`src/rtl/ls_agen_pkg.sv`:
```
package ls_agen_pkg;
   typedef enum logic [1:0] {
      SH_LSL = 2'd0,
      SH_LSR = 2'd1,
      SH_ASR = 2'd2,
      SH_ROR = 2'd3
   } shift_kind_e;
endpackage

```
`src/rtl/ls_offset_shift.sv`:
```
module ls_offset_shift #(
   parameter int DATA_W  = 32,
   parameter int SHAMT_W = 5
) (
   input  logic [DATA_W-1:0]  val_i,
   input  logic [1:0]         kind_i,
   input  logic [SHAMT_W-1:0] amt_i,
   output logic [DATA_W-1:0]  val_o
);
   import ls_agen_pkg::*;

   if (DATA_W != (1 << SHAMT_W)) begin : g_bad_width
      $error("ls_offset_shift: DATA_W must equal 2**SHAMT_W");
   end

   shift_kind_e             kind;
   logic [2*DATA_W-1:0]     rot_dbl;
   logic [DATA_W-1:0]       lsl_v, lsr_v, asr_v, ror_v;

   assign kind    = shift_kind_e'(kind_i);
   assign lsl_v   = val_i << amt_i;
   assign lsr_v   = val_i >> amt_i;
   assign asr_v   = $unsigned($signed(val_i) >>> amt_i);
   assign rot_dbl = {val_i, val_i} >> amt_i;
   assign ror_v   = rot_dbl[DATA_W-1:0];

   always_comb begin
      unique case (kind)
         SH_LSL:  val_o = lsl_v;
         SH_LSR:  val_o = lsr_v;
         SH_ASR:  val_o = asr_v;
         default: val_o = ror_v;
      endcase
   end
endmodule

```
`src/rtl/ls_ea_calc.sv`:
```
module ls_ea_calc #(
   parameter int DATA_W  = 32,
   parameter int IMM_W   = 12,
   parameter int SHAMT_W = 5
) (
   input  logic [DATA_W-1:0]  base_i,
   input  logic               use_reg_i,
   input  logic [IMM_W-1:0]   imm_i,
   input  logic [DATA_W-1:0]  rm_i,
   input  logic [1:0]         shtype_i,
   input  logic [SHAMT_W-1:0] shamt_i,
   input  logic               up_i,
   input  logic               pre_i,
   input  logic               wback_i,
   output logic [DATA_W-1:0]  addr_o,
   output logic [DATA_W-1:0]  new_base_o,
   output logic               base_we_o
);
   if (IMM_W > DATA_W) begin : g_bad_imm
      $error("ls_ea_calc: IMM_W must not exceed DATA_W");
   end

   logic [DATA_W-1:0] shifted, offset, moved;

   ls_offset_shift #(.DATA_W(DATA_W), .SHAMT_W(SHAMT_W)) u_shift (
      .val_i  (rm_i),
      .kind_i (shtype_i),
      .amt_i  (shamt_i),
      .val_o  (shifted)
   );

   assign offset     = use_reg_i ? shifted : DATA_W'(imm_i);
   assign moved      = up_i ? (base_i + offset) : (base_i - offset);
   assign addr_o     = pre_i ? moved : base_i;
   assign new_base_o = moved;
   assign base_we_o  = pre_i ? wback_i : 1'b1;
endmodule

```
`src/rtl/ls_base_shadow.sv`:
```
module ls_base_shadow #(
   parameter int DATA_W = 32,
   parameter int NREGS  = 16,
   localparam int IDX_W = $clog2(NREGS)
) (
   input  logic              clk,
   input  logic              rst_n,
   input  logic              pre_we_i,
   input  logic [IDX_W-1:0]  pre_idx_i,
   input  logic [DATA_W-1:0] pre_val_i,
   input  logic              upd_we_i,
   input  logic [IDX_W-1:0]  upd_idx_i,
   input  logic [DATA_W-1:0] upd_val_i,
   input  logic [IDX_W-1:0]  rd_idx_i,
   output logic [DATA_W-1:0] rd_val_o,
   input  logic [IDX_W-1:0]  peek_idx_i,
   output logic [DATA_W-1:0] peek_val_o
);
   if (NREGS < 2 || (1 << IDX_W) != NREGS) begin : g_bad_depth
      $error("ls_base_shadow: NREGS must be a power of two >= 2");
   end

   logic [DATA_W-1:0] regs [NREGS];

   for (genvar i = 0; i < NREGS; i++) begin : g_entry
      always_ff @(posedge clk) begin
         if (!rst_n)
            regs[i] <= '0;
         else if (pre_we_i && pre_idx_i == IDX_W'(i))
            regs[i] <= pre_val_i;
         else if (upd_we_i && upd_idx_i == IDX_W'(i))
            regs[i] <= upd_val_i;
      end
   end

   assign rd_val_o   = regs[rd_idx_i];
   assign peek_val_o = regs[peek_idx_i];
endmodule

```
`src/rtl/ls_addr_gen.sv`:
```
module ls_addr_gen #(
   parameter int DATA_W  = 32,
   parameter int IMM_W   = 12,
   parameter int SHAMT_W = 5,
   parameter int NREGS   = 16,
   localparam int IDX_W  = $clog2(NREGS)
) (
   input  logic              clk,
   input  logic              rst_n,
   input  logic              pre_we,
   input  logic [IDX_W-1:0]  pre_idx,
   input  logic [DATA_W-1:0] pre_val,
   input  logic [IDX_W-1:0]  peek_idx,
   output logic [DATA_W-1:0] peek_val,
   input  logic              req_valid,
   output logic              req_ready,
   input  logic [IDX_W-1:0]  req_base_idx,
   input  logic              req_use_reg,
   input  logic [IMM_W-1:0]  req_imm,
   input  logic [DATA_W-1:0] req_rm,
   input  logic [1:0]        req_shtype,
   input  logic [SHAMT_W-1:0] req_shamt,
   input  logic              req_up,
   input  logic              req_pre,
   input  logic              req_wback,
   output logic              rsp_valid,
   output logic [DATA_W-1:0] rsp_addr,
   output logic [DATA_W-1:0] rsp_new_base,
   output logic              rsp_base_we
);
   logic              accept;
   logic [DATA_W-1:0] base_val, ea_addr, ea_new_base;
   logic              ea_we;

   assign req_ready = ~pre_we;
   assign accept    = req_valid & req_ready;

   ls_base_shadow #(.DATA_W(DATA_W), .NREGS(NREGS)) u_shadow (
      .clk        (clk),
      .rst_n      (rst_n),
      .pre_we_i   (pre_we),
      .pre_idx_i  (pre_idx),
      .pre_val_i  (pre_val),
      .upd_we_i   (accept & ea_we),
      .upd_idx_i  (req_base_idx),
      .upd_val_i  (ea_new_base),
      .rd_idx_i   (req_base_idx),
      .rd_val_o   (base_val),
      .peek_idx_i (peek_idx),
      .peek_val_o (peek_val)
   );

   ls_ea_calc #(.DATA_W(DATA_W), .IMM_W(IMM_W), .SHAMT_W(SHAMT_W)) u_calc (
      .base_i     (base_val),
      .use_reg_i  (req_use_reg),
      .imm_i      (req_imm),
      .rm_i       (req_rm),
      .shtype_i   (req_shtype),
      .shamt_i    (req_shamt),
      .up_i       (req_up),
      .pre_i      (req_pre),
      .wback_i    (req_wback),
      .addr_o     (ea_addr),
      .new_base_o (ea_new_base),
      .base_we_o  (ea_we)
   );

   always_ff @(posedge clk) begin
      if (!rst_n) begin
         rsp_valid    <= 1'b0;
         rsp_addr     <= '0;
         rsp_new_base <= '0;
         rsp_base_we  <= 1'b0;
      end else begin
         rsp_valid <= accept;
         if (accept) begin
            rsp_addr     <= ea_addr;
            rsp_new_base <= ea_new_base;
            rsp_base_we  <= ea_we;
         end
      end
   end
endmodule

```
`config.mk`:
```
export PLATFORM = sky130hd
export DESIGN_NAME = ls_addr_gen
export DESIGN_NICKNAME = d
export VERILOG_FILES = /design/src/rtl/ls_agen_pkg.sv /design/src/rtl/ls_offset_shift.sv /design/src/rtl/ls_ea_calc.sv /design/src/rtl/ls_base_shadow.sv /design/src/rtl/ls_addr_gen.sv
export SDC_FILE = /design/constraint.sdc
export NUM_CORES = 2
export LEC_CHECK = 0
export ABC_AREA = 1
export ABC_CLOCK_PERIOD_IN_PS = 7800
export BUFFER_PORTS_ARGS = -buffer_cell sky130_fd_sc_hd__buf_2
export CORE_UTILIZATION = 40
export CTS_CLUSTER_DIAMETER = 120
export DETAILED_ROUTE_END_ITERATION = 10
export GPL_ROUTABILITY_DRIVEN = 0
export HOLD_SLACK_MARGIN = 0.06
export PLACE_DENSITY = 0.58
export SYNTH_ARGS = -nofsm -noshare
export SYNTH_HDL_FRONTEND = slang
export SYNTH_SLANG_ARGS = --single-unit
```
`constraint.sdc`:
```
create_clock -name clk -period 7.8 [get_ports clk]
set_clock_uncertainty 0.15 [all_clocks]
set_input_delay 1.95 -clock clk [delete_from_list [all_inputs] [get_ports clk]]
set_output_delay 1.95 -clock clk [all_outputs]
set_load 0.02 [all_outputs]
```
==> results.yml <==
grt:
  grtUsageMet3: 0.0708
  grt_overflow: 0
  grt.busiest_layer: "met2"
  first_global_vias: 35600
  track_usage: 0.345
  antenna_found_initial: 5
  grt_max_degree: 129
  grt_use_met1: 0.471
  grt_pass1_wl_um: 247000
  met2_usage: 0.517
place:
  io_buffers: 201
  dpl.cell_count: 5716
  hpwl_um: 110000
timing:
  max_freq_mhz: 143
  report.final.slew_viol_count: 0
  relSlewSlack: 0.117
  rsz0062_at_grt: "false"
  final-hold-violation-count: 0
  min_period_over_period: 0.898
  period_needed_ps: 7000
  fin_tns_setup_ps: 0
  report.final.setup_viol: 0
  worst_pin_slew_ps: 1320
clock_tree:
  cts_root_buf: "clkbuf_16"
  cts_max_level: 3
  clk_path_buf_depth: 3
  cts.sinks: 578
  clkLatencyLatePin_ps: 650
  cts_hold_buf: 0
  numCtsBuffers: 68
  ctsResizeCount: 0
  cts_tree: "done"
  clk_pin_slew_ps: 60
  post_cts_buffers: 0
yosys:
  yosysSeqAreaShare: 0.437
  ys.flop_type: "edfxtp_1"
  postSynthCellCount: 4519
  synth_area_leader_cell: "edfxtp_1"
  synth.top_cell.area_share: 0.403
  ys_ff_latch: 578
  yosysMostFrequentCell: "nand2_1"
  syn_avg_cell_area_sq_um: 8.45
  synth_edf_count: 512
  ys_warn_count: 0
  async_reset_ff_frac: 0
  synthTopCellsByCount: "691 x nand2_1, 512 x edfxtp_1, 432 x nand3_1, 432 x o22ai_1, 350 x a21oi_1"
  synth_area_leaders: "edfxtp_1 40%, o22ai_1 7.1%, nand2_1 6.8%"
  syn_area_sq_um: 38200
  synth_fp_nets: 4657
  ys_types: 62
setup_path:
  reg2reg_depth: 19
  path_class: "primary input to flip-flop"
  cp.arrival_ps: 7170
  r2r-start: "u_shadow.regs[8][0]"
  critical_path.slowest_cell: "o21ai_1"
  cp_slowest_stage_delay_ps: 350
  cp-end-kind: "flip-flop"
  cp.required_ps: 7960
  cp-start-kind: "primary input"
  reg2reg_slack_ps: 2720
  critPathMostFrequentCell: "nand2_1"
  critPathMaxFanout: 34
  rr_endpoint: "u_shadow.regs[0][22]"
finish:
  drive_gt1_frac: 0.138
  area.growth.synth_to_final_pct: 12.0
  final_nets: 4670
  fill_cells: 9192
  final_cells: 5837
drt:
  drt-initial-drc-count: 6695
  viasPerCell: 6.67
  detail-route-antenna-nets: 0
  routedWlPerCell_um: 29.9
  drc: 0
  vias: 39000
  drt_wl_total_um: 174000
  drt_pass1_iterations: 7
floorplanning:
  rows: 112
  die_x_um: 311
  die_height_um: 311
  boundaryPins: 202
  start_util: 0.407
  coreArea_sq_um: 93900
  die_area_sq_um: 96700
pwr:
  leakagePower_nw: 17.3
  ir_drop_uv: 177
  power.density_nw_per_um2: 220
min_path:
  hold_end: "rsp_addr[5]"
  hold_class: "flip-flop to flip-flop"
  holdPathStages: 2
  hp-start: "rsp_addr[5]"
run:
  cap_violations: 0
outcome:
  status: "finished, final reports clean"
==> sequential cells by signal, summed over array words and instances (netlist names) <==
name and cells:
rsp_addr 32, rsp_base_we 1, rsp_new_base 32, rsp_valid 1
u_shadow.regs 512
==> cells by family (layout without fill, tap and decap cells) <==
| kind of cell | Yosys count | in the layout | share of synthesized area |
|---|---|---|---|
| compound gates | 1530 | 1530 | 0.255 |
| simple gates | 1428 | 1428 | 0.172 |
| buf+inv | 787 | 849 | 0.0830 |
| flops | 578 | 578 | 0.437 |
| mux | 124 | 124 | 0.0325 |
| xor+xnor | 37 | 37 | 0.00849 |
| fa+ha+maj | 35 | 35 | 0.0117 |
| other cells | 0 | 2 | 0 |
==> per-layer routing <==
layer	part of all wire	vias up
met1	0.39	18700
li1	-	16800
met5	0.00033	-
met4	0.056	4
met3	0.13	497
met2	0.43	2978
==> worst max-delay path: cells and delay by family <==
family / cells / cell delay [ps]
xor+xnor: 1 / 170
simple gates: 21 / 2290
buf+inv: 6 / 890
compound gates: 7 / 1260
fa+ha+maj: 2 / 560
==> cell usage in the layout, fill, tap and decap left out, types with 68 or more instances in the layout <==
master	instances
a21oi_1	350
a22oi_1	256
buf_2	198
buf_4	156
clkbuf_16	68
edfxtp_1	512
inv_1	332
mux2i_1	124
nand2_1	674
nand3_1	424
nor2_1	136
o211ai_1	200
o21ai_0	196
o22ai_1	432
==> stage by stage <==
step	cell area (sq um)	hold slack, ps	total power, mW	setup WS (ps)	utilization
after floorplan	38200	395	5.24	1310	-
after global placement	40600	304	6.28	321	0.433
after detailed placement	40600	308	6.29	301	0.433
after CTS	42800	315	9.36	937	0.455
after global routing	42800	336	9.69	309	0.456
final	42800	316	9.43	799	0.456
==> area by class of cell <==
class,count,area [sq um],share of cell area
diodes,2,5.00,0.000117
clock buffers,94,1840,0.0430
clock inverters,25,284,0.00664
inverters,355,1350,0.0316
multi-input cells,3154,18400,0.431
flip-flops and latches,578,16700,0.390
well taps,1254,1570,0.0367
repair buffers,375,2580,0.0603
==> worst max path at each step <==
| stage | endpoint | start | slack (ps) | cells after the start |
|---|---|---|---|---|
| floorplan | u_shadow.regs[10][24] | req_shamt[0] | 1310 | 33 |
| global placement | u_shadow.regs[1][26] | req_shamt[0] | 320 | 37 |
| detailed placement | u_shadow.regs[1][26] | req_shamt[0] | 300 | 37 |
| CTS | u_shadow.regs[1][26] | req_shamt[0] | 940 | 37 |
| global route | u_shadow.regs[11][26] | req_shamt[0] | 310 | 37 |
| finish | u_shadow.regs[1][26] | req_shamt[0] | 800 | 37 |
==> report_power, final <==
group,switching [mW],internal [mW],leakage (nW)
combinational,1.92,0.779,10.4
sequential,0.0850,3.53,5.82
clock,1.38,1.74,1.02
Power figures use the tool's default switching activity.
